### src/rtl/termcal_pkg.sv
package termcal_pkg;
  localparam int CODE_W   = 5;   // width of the calibration code
  localparam int CODE_LSB = 8;   // code position inside its register
  localparam int TERM_W   = 3;   // termination override field width
  localparam int TERM_LSB = 13;  // termination override field position
  localparam int WORD_REP = 3;   // copies of the offset in the word
  localparam int WORD_W   = CODE_W * WORD_REP;
  localparam int BG_W     = 5;

  typedef enum logic [3:0] {
    S_IDLE, S_RD_CODE, S_BG, S_RD_TERM, S_WR_TERM,
    S_RD_RCAL, S_WR_RCAL, S_DONE, S_ERR
  } seq_state_t;
endpackage

### src/rtl/termcal_word_calc.sv
module termcal_word_calc #(
  parameter int CODE_W = 5,
  parameter int REPS   = 3,
  parameter int CENTER = 18
) (
  input  logic [CODE_W-1:0]      code,
  output logic [CODE_W*REPS-1:0] word
);
  localparam logic [CODE_W-1:0] CTR = CODE_W'(CENTER);

  logic [CODE_W-1:0] offs;
  // modulo 2^CODE_W wraps naturally in the subtraction
  assign offs = CTR - code;

  for (genvar g = 0; g < REPS; g++) begin : g_rep
    assign word[g*CODE_W +: CODE_W] = offs;
  end
endmodule

### src/rtl/termcal_port_engine.sv
module termcal_port_engine #(
  parameter int ADDR_W  = 10,
  parameter int DATA_W  = 16,
  parameter int TIMEOUT = 1024
) (
  input  logic              clk,
  input  logic              rst,
  input  logic              req,
  input  logic              req_we,
  input  logic [ADDR_W-1:0] req_addr,
  input  logic [DATA_W-1:0] req_wdata,
  output logic              ack,
  output logic              tmo,
  output logic [DATA_W-1:0] rsp_data,
  output logic              cfg_en,
  output logic              cfg_we,
  output logic [ADDR_W-1:0] cfg_addr,
  output logic [DATA_W-1:0] cfg_wdata,
  input  logic [DATA_W-1:0] cfg_rdata,
  input  logic              cfg_rdy
);
  localparam int CNT_W = $clog2(TIMEOUT + 1);

  logic             waiting;
  logic [CNT_W-1:0] cnt;

  always_ff @(posedge clk) begin
    if (rst) begin
      waiting   <= 1'b0;
      cnt       <= '0;
      ack       <= 1'b0;
      tmo       <= 1'b0;
      rsp_data  <= '0;
      cfg_en    <= 1'b0;
      cfg_we    <= 1'b0;
      cfg_addr  <= '0;
      cfg_wdata <= '0;
    end else begin
      cfg_en <= 1'b0;
      ack    <= 1'b0;
      tmo    <= 1'b0;
      if (!waiting) begin
        if (req) begin
          cfg_en    <= 1'b1;
          cfg_we    <= req_we;
          cfg_addr  <= req_addr;
          cfg_wdata <= req_wdata;
          waiting   <= 1'b1;
          cnt       <= '0;
        end
      end else if (cfg_rdy) begin
        waiting  <= 1'b0;
        ack      <= 1'b1;
        rsp_data <= cfg_rdata;
      end else if (cnt == CNT_W'(TIMEOUT - 1)) begin
        waiting <= 1'b0;
        tmo     <= 1'b1;
      end else begin
        cnt <= cnt + 1'b1;
      end
    end
  end

  // enable is a single-cycle strobe
  p_en_pulse_r8: assert property (@(posedge clk) disable iff (rst)
    cfg_en |=> !cfg_en);
  // controller never requests while an access is outstanding
  p_no_req_busy_r8: assert property (@(posedge clk) disable iff (rst)
    waiting |-> !req);
  // the wait counter stays below the limit
  p_cnt_bound_r10: assert property (@(posedge clk) disable iff (rst)
    waiting |-> (int'(cnt) < TIMEOUT));
  // completion and timeout are exclusive
  p_ack_tmo_r10: assert property (@(posedge clk) disable iff (rst)
    !(ack && tmo));
endmodule

### src/rtl/termcal_ovrd_seq.sv
module termcal_ovrd_seq
  import termcal_pkg::*;
#(
  parameter int              ADDR_W    = 10,
  parameter int              DATA_W    = 16,
  parameter int              TIMEOUT   = 1024,
  parameter logic [ADDR_W-1:0] CODE_ADDR = 10'h105,
  parameter logic [ADDR_W-1:0] TERM_ADDR = 10'h06A,
  parameter logic [ADDR_W-1:0] RCAL_ADDR = 10'h069,
  parameter int              BG_LEVEL  = 18,
  parameter int              CENTER    = 18
) (
  input  logic              clk,
  input  logic              rst,
  input  logic              start,
  output logic              cfg_en,
  output logic              cfg_we,
  output logic [ADDR_W-1:0] cfg_addr,
  output logic [DATA_W-1:0] cfg_wdata,
  input  logic [DATA_W-1:0] cfg_rdata,
  input  logic              cfg_rdy,
  output logic              bg_ovrd_en_n,
  output logic [BG_W-1:0]   bg_ovrd_val,
  output logic [CODE_W-1:0] cal_code,
  output logic [WORD_W-1:0] ovrd_word,
  output logic              done,
  output logic              err
);
  localparam logic [DATA_W-1:0] TERM_MASK = DATA_W'({TERM_W{1'b1}}) << TERM_LSB;
  localparam logic [DATA_W-1:0] WORD_MASK = DATA_W'({WORD_W{1'b1}});

  seq_state_t        state;
  logic              boot;
  logic              req, req_we;
  logic [ADDR_W-1:0] req_addr;
  logic [DATA_W-1:0] req_wdata;
  logic              ack, tmo;
  logic [DATA_W-1:0] rsp_data;
  logic [WORD_W-1:0] calc_word;

  termcal_word_calc #(.CODE_W(CODE_W), .REPS(WORD_REP), .CENTER(CENTER)) calc_i (
    .code(cal_code), .word(calc_word)
  );

  termcal_port_engine #(.ADDR_W(ADDR_W), .DATA_W(DATA_W), .TIMEOUT(TIMEOUT)) eng_i (
    .clk(clk), .rst(rst), .req(req), .req_we(req_we), .req_addr(req_addr),
    .req_wdata(req_wdata), .ack(ack), .tmo(tmo), .rsp_data(rsp_data),
    .cfg_en(cfg_en), .cfg_we(cfg_we), .cfg_addr(cfg_addr), .cfg_wdata(cfg_wdata),
    .cfg_rdata(cfg_rdata), .cfg_rdy(cfg_rdy)
  );

  always_ff @(posedge clk) begin
    if (rst) begin
      state        <= S_IDLE;
      boot         <= 1'b1;
      req          <= 1'b0;
      req_we       <= 1'b0;
      req_addr     <= '0;
      req_wdata    <= '0;
      done         <= 1'b0;
      err          <= 1'b0;
      bg_ovrd_en_n <= 1'b1;
      bg_ovrd_val  <= '0;
      cal_code     <= '0;
      ovrd_word    <= '0;
    end else begin
      req <= 1'b0;
      if (tmo) begin
        err   <= 1'b1;
        state <= S_ERR;
      end else begin
        case (state)
          S_IDLE, S_DONE, S_ERR: begin
            if (boot || start) begin
              boot     <= 1'b0;
              done     <= 1'b0;
              err      <= 1'b0;
              req      <= 1'b1;
              req_we   <= 1'b0;
              req_addr <= CODE_ADDR;
              state    <= S_RD_CODE;
            end
          end
          S_RD_CODE: if (ack) begin
            cal_code <= rsp_data[CODE_LSB +: CODE_W];
            state    <= S_BG;
          end
          S_BG: begin
            bg_ovrd_en_n <= 1'b0;
            bg_ovrd_val  <= BG_W'(BG_LEVEL);
            ovrd_word    <= calc_word;
            req          <= 1'b1;
            req_we       <= 1'b0;
            req_addr     <= TERM_ADDR;
            state        <= S_RD_TERM;
          end
          S_RD_TERM: if (ack) begin
            req       <= 1'b1;
            req_we    <= 1'b1;
            req_wdata <= rsp_data | TERM_MASK;
            state     <= S_WR_TERM;
          end
          S_WR_TERM: if (ack) begin
            req      <= 1'b1;
            req_we   <= 1'b0;
            req_addr <= RCAL_ADDR;
            state    <= S_RD_RCAL;
          end
          S_RD_RCAL: if (ack) begin
            req       <= 1'b1;
            req_we    <= 1'b1;
            req_wdata <= (rsp_data & ~WORD_MASK) | DATA_W'(ovrd_word);
            state     <= S_WR_RCAL;
          end
          S_WR_RCAL: if (ack) begin
            done  <= 1'b1;
            state <= S_DONE;
          end
          default: state <= S_IDLE;
        endcase
      end
    end
  end

  // band-gap overrides are in place before any write leaves the port
  p_bg_first_r4: assert property (@(posedge clk) disable iff (rst)
    (cfg_en && cfg_we) |-> (!bg_ovrd_en_n && bg_ovrd_val == BG_W'(BG_LEVEL)));
  // every write to the termination register carries the forced field
  p_term_field_r5: assert property (@(posedge clk) disable iff (rst)
    (cfg_en && cfg_we && cfg_addr == TERM_ADDR) |-> ((cfg_wdata & TERM_MASK) == TERM_MASK));
  // done holds until a start pulse
  p_done_hold_r9: assert property (@(posedge clk) disable iff (rst)
    (done && !start) |=> done);
  // failure and completion are exclusive
  p_done_err_r10: assert property (@(posedge clk) disable iff (rst)
    !(done && err));
  // after failure the port stays quiet until restarted
  p_quiet_err_r10: assert property (@(posedge clk) disable iff (rst)
    (err && !start) |=> !cfg_en);
endmodule

### config.mk
export PLATFORM = sky130hd
export DESIGN_NAME = termcal_ovrd_seq
export DESIGN_NICKNAME = d
export VERILOG_FILES = /design/src/rtl/termcal_pkg.sv /design/src/rtl/termcal_word_calc.sv /design/src/rtl/termcal_port_engine.sv /design/src/rtl/termcal_ovrd_seq.sv
export SDC_FILE = /design/constraint.sdc
export NUM_CORES = 1
export LEC_CHECK = 0
export ABC_AREA = 1
export BUFFER_PORTS_ARGS = -buffer_cell sky130_fd_sc_hd__buf_4
export CAP_MARGIN = 20
export CORE_MARGIN = 1
export CORE_UTILIZATION = 55
export CTS_BUF_LIST = sky130_fd_sc_hd__clkbuf_4 sky130_fd_sc_hd__clkbuf_8 sky130_fd_sc_hd__clkbuf_16
export DETAILED_ROUTE_END_ITERATION = 6
export MAX_ROUTING_LAYER = met4
export PLACE_DENSITY = 0.8
export SLEW_MARGIN = 20
export SYNTH_ARGS = -nofsm -noshare
export SYNTH_HDL_FRONTEND = slang
export SYNTH_SLANG_ARGS = --single-unit
export TNS_END_PERCENT = 1
### constraint.sdc
create_clock -name clk -period 1.9 [get_ports clk]
set_input_delay 0.38 -clock clk [delete_from_list [all_inputs] [get_ports clk]]
set_output_delay 0.38 -clock clk [all_outputs]
set_load 0.05 [all_outputs]
==> flow_metrics.env <==
export IMPL_pin_count=76
export IMPL_synth_top_family_by_area="simple AND/OR/NAND/NOR gates"
export IMPL_drive_gt1_share_pct=21.2
export IMPL_coreArea_um2=6870
export IMPL_postRouteAntennaNets=0
export IMPL_seq_area_um2=1820
export IMPL_clock_fmax_mhz=573
export IMPL_gr_usage_met3_pct=3.71
export IMPL_die_h_um=86.6
export IMPL_synth_most_common_cell="nand2_1"
export IMPL_period_minus_slack_ps=1750
export IMPL_cts_root_buffer="clkbuf_8"
export IMPL_grt_pass1_vias=3223
export IMPL_finalCritPeriodShare_pct=91.9
export IMPL_syn_area_per_cell_um2=7.45
export IMPL_wirelength_mm=8.51
export IMPL_synthXorXnorAreaFrac_pct=0.445
export IMPL_start_util_pct=57.3
export IMPL_critical_path_required_ps=2170
export IMPL_clkTransAtPathRegs_ps=90
export IMPL_status="complete, no violations"
export IMPL_start_kind="flip-flop"
export IMPL_syn2layout_area_growth_pct=18.7
export IMPL_io_buffer_count=67
export IMPL_fin_nets=602
export IMPL_netlist_cell_type_count=34
export IMPL_grt_use_total_pct=25.2
export IMPL_netlist_area_um2=3940
export IMPL_clockBufferDepth=2
export IMPL_tritoncts="built"
export IMPL_grt_overflow_total=0
export IMPL_use_met1_pct=30.2
export IMPL_cts_resized=0
export IMPL_crit_start="eng_i.cnt[0]"
export IMPL_cp_max_fo=8
export IMPL_setup_viol=0
export IMPL_clk_latency_ps=360
export IMPL_power_leakage_nw=2.05
export IMPL_tns_ps=0
export IMPL_yosys_top_cells_area="dfxtp_1 (46%), nand2_1 (9.7%), o21ai_0 (7.6%), nor2_1 (6.9%), a21oi_1 (5.6%)"
export IMPL_h_tree_depth=3
export IMPL_yosysTopAreaCellShare_pct=46.3
export IMPL_top_usage_layer="met2"
export IMPL_viasPerCell=5.10
export IMPL_final_cells=681
export IMPL_row_count=30
export IMPL_r2r_slack_ps=150
export IMPL_cap_violations=0
export IMPL_final_max_slew_violation_count=0
export IMPL_clock_skew_ps=6.91
export IMPL_end_kind="flip-flop"
export IMPL_rsz0062_at_grt="no"
export IMPL_dr_pass1_iters=4
export IMPL_ys_seq_elements=91
export IMPL_clock_sinks=91
export IMPL_fp_dieW_um=86.6
export IMPL_synthAdderAreaFrac_pct=0.635
export IMPL_synthMuxAreaShare_pct=0.254
export IMPL_nFillCells=602
export IMPL_synth_top_area_cell="dfxtp_1"
export IMPL_drtIter0Drc=179
export IMPL_reg2reg_depth=10
export IMPL_whs_ps=220
export IMPL_p_per_area_nw_per_um2=1500
export IMPL_worstPathArrival_ps=2010
export IMPL_r2r_start="eng_i.cnt[0]"
export IMPL_hold_class="primary input to flip-flop"
export IMPL_grtUsageMet2_pct=41.6
export IMPL_ys_seq_area_share_pct=46.3
export IMPL_drc=0
export IMPL_grt_max_degree=55
export IMPL_peakVddDrop_uv=806
export IMPL_yosys_top_cells_count="nand2_1 (102), dfxtp_1 (91), nor2_1 (72), o21ai_0 (60), inv_1 (45)"
export IMPL_antenna_cells=0
export IMPL_final_hold_violation_count=0
export IMPL_place_gp_congestion=0.870
export IMPL_hold_buffers=0
export IMPL_synth_edf_count=0
export IMPL_synth_cells=529
export IMPL_grt_first_pass_wirelength_mm=14.3
export IMPL_antenna_found_initial=0
export IMPL_timing_worst_setup_path_type="flip-flop to flip-flop"
export IMPL_vias=3472
export IMPL_endpoint="eng_i.cnt[6]"
export IMPL_synth_flop_cell="dfxtp_1"
export IMPL_synthArstFlopShare_pct=0
export IMPL_multi_input_area_um2=1690
export IMPL_r2r_end="eng_i.cnt[6]"
export IMPL_yosys_warnings=0
export IMPL_dp_cells=665
export IMPL_yosys_area_share_simple_pct=24.2
export IMPL_wl_per_cell_um=12.5
export IMPL_hpwl_mm=6.13
export IMPL_numCtsBuffers=9
export IMPL_die_area_um2=7500
export IMPL_post_cts_buffers=0
export IMPL_synth_compound_area_share_pct=16.8
-- kinds of logic (layout without fill, tap and decap cells) --
family / count (synthesis) / count (layout)
AOI/OAI and AO/OA: 123 / 123
xor gates and xnor gates: 2 / 2
adders and majority gates: 2 / 2
buffers and inverters: 92 / 143
DFF: 91 / 91
muxes: 1 / 1
other: 1 / 6
and+or+nand+nor: 217 / 217
-- layout by cell type, fill, tap and decap left out, drive strengths merged, types with 2 or more instances in the layout --
cell / count
nand2: 108
dfxtp: 91
nor2: 76
buf: 74
o21ai: 67
inv: 54
a21oi: 54
nand3: 23
clkbuf: 9
conb: 6
nand4: 5
bufinv: 4
nor3: 3
xor2: 2
ha: 2
clkinv: 2
-- where the power goes --
part           internal, W  switching [W]
Sequential         0.00224       0.000223
Clock              0.00102       0.000693
Combinational     0.000799        0.00202
-- stage by stage --
step | power (W) | setup slack (ps) | utilization, % | cell area, um^2
after floorplan | 0.00464 | 477 | - | 3960
after global placement | 0.00527 | 256 | 64.1 | 4400
after detailed placement | 0.00532 | 192 | 64.1 | 4400
after CTS | 0.00703 | 180 | 68.1 | 4670
after global routing | 0.00739 | 50.1 | 68.1 | 4670
final | 0.00699 | 154 | 68.1 | 4670
-- layout make-up --
type	instances	area share, %
Clock inverter	7	3.13
Clock buffer	9	2.65
Inverter	53	4.39
Sequential cell	91	39.0
Tap cell	96	2.57
Multi-Input combinational cell	351	36.1
Timing Repair Buffer	74	12.2
-- flip-flops by register name, indices dropped and copies added, names as in the netlist, 5 cells and up --
name	count
eng_i.rsp_data	14
eng_i.cnt	11
req_wdata	16
ovrd_word	5
eng_i.cfg_wdata	16
cal_code	5
-- critical path, cell delays in order (launching register included) --
cell and delay [ps]:
dfxtp_1 380, ha_1 210, nand3_1 130, nor2_1 220, nand3_1 160, nand2_2 170
nand2_1 150, nand2_1 100, nand2_1 60, nand2_1 60, inv_1 40
-- how the worst min path moves through the flow --
stage | endpoint | depth (start not counted) | start
after floorplan | boot | 2 | boot
after global placement | boot | 2 | boot
after detailed placement | bg_ovrd_en_n | 2 | bg_ovrd_en_n
after CTS | eng_i.tmo | 2 | cfg_rdy
after global routing | eng_i.tmo | 2 | cfg_rdy
final | eng_i.tmo | 2 | cfg_rdy
-- per-layer routing --
layer	wire (um)	up-vias	part of all wire [%]
li1	-	1773	-
met1	3810	1569	45
met2	4090	114	48
met3	433	16	5.1
met4	167	0	2.0
met5	0	-	0
Power figures use the tool's default switching activity.
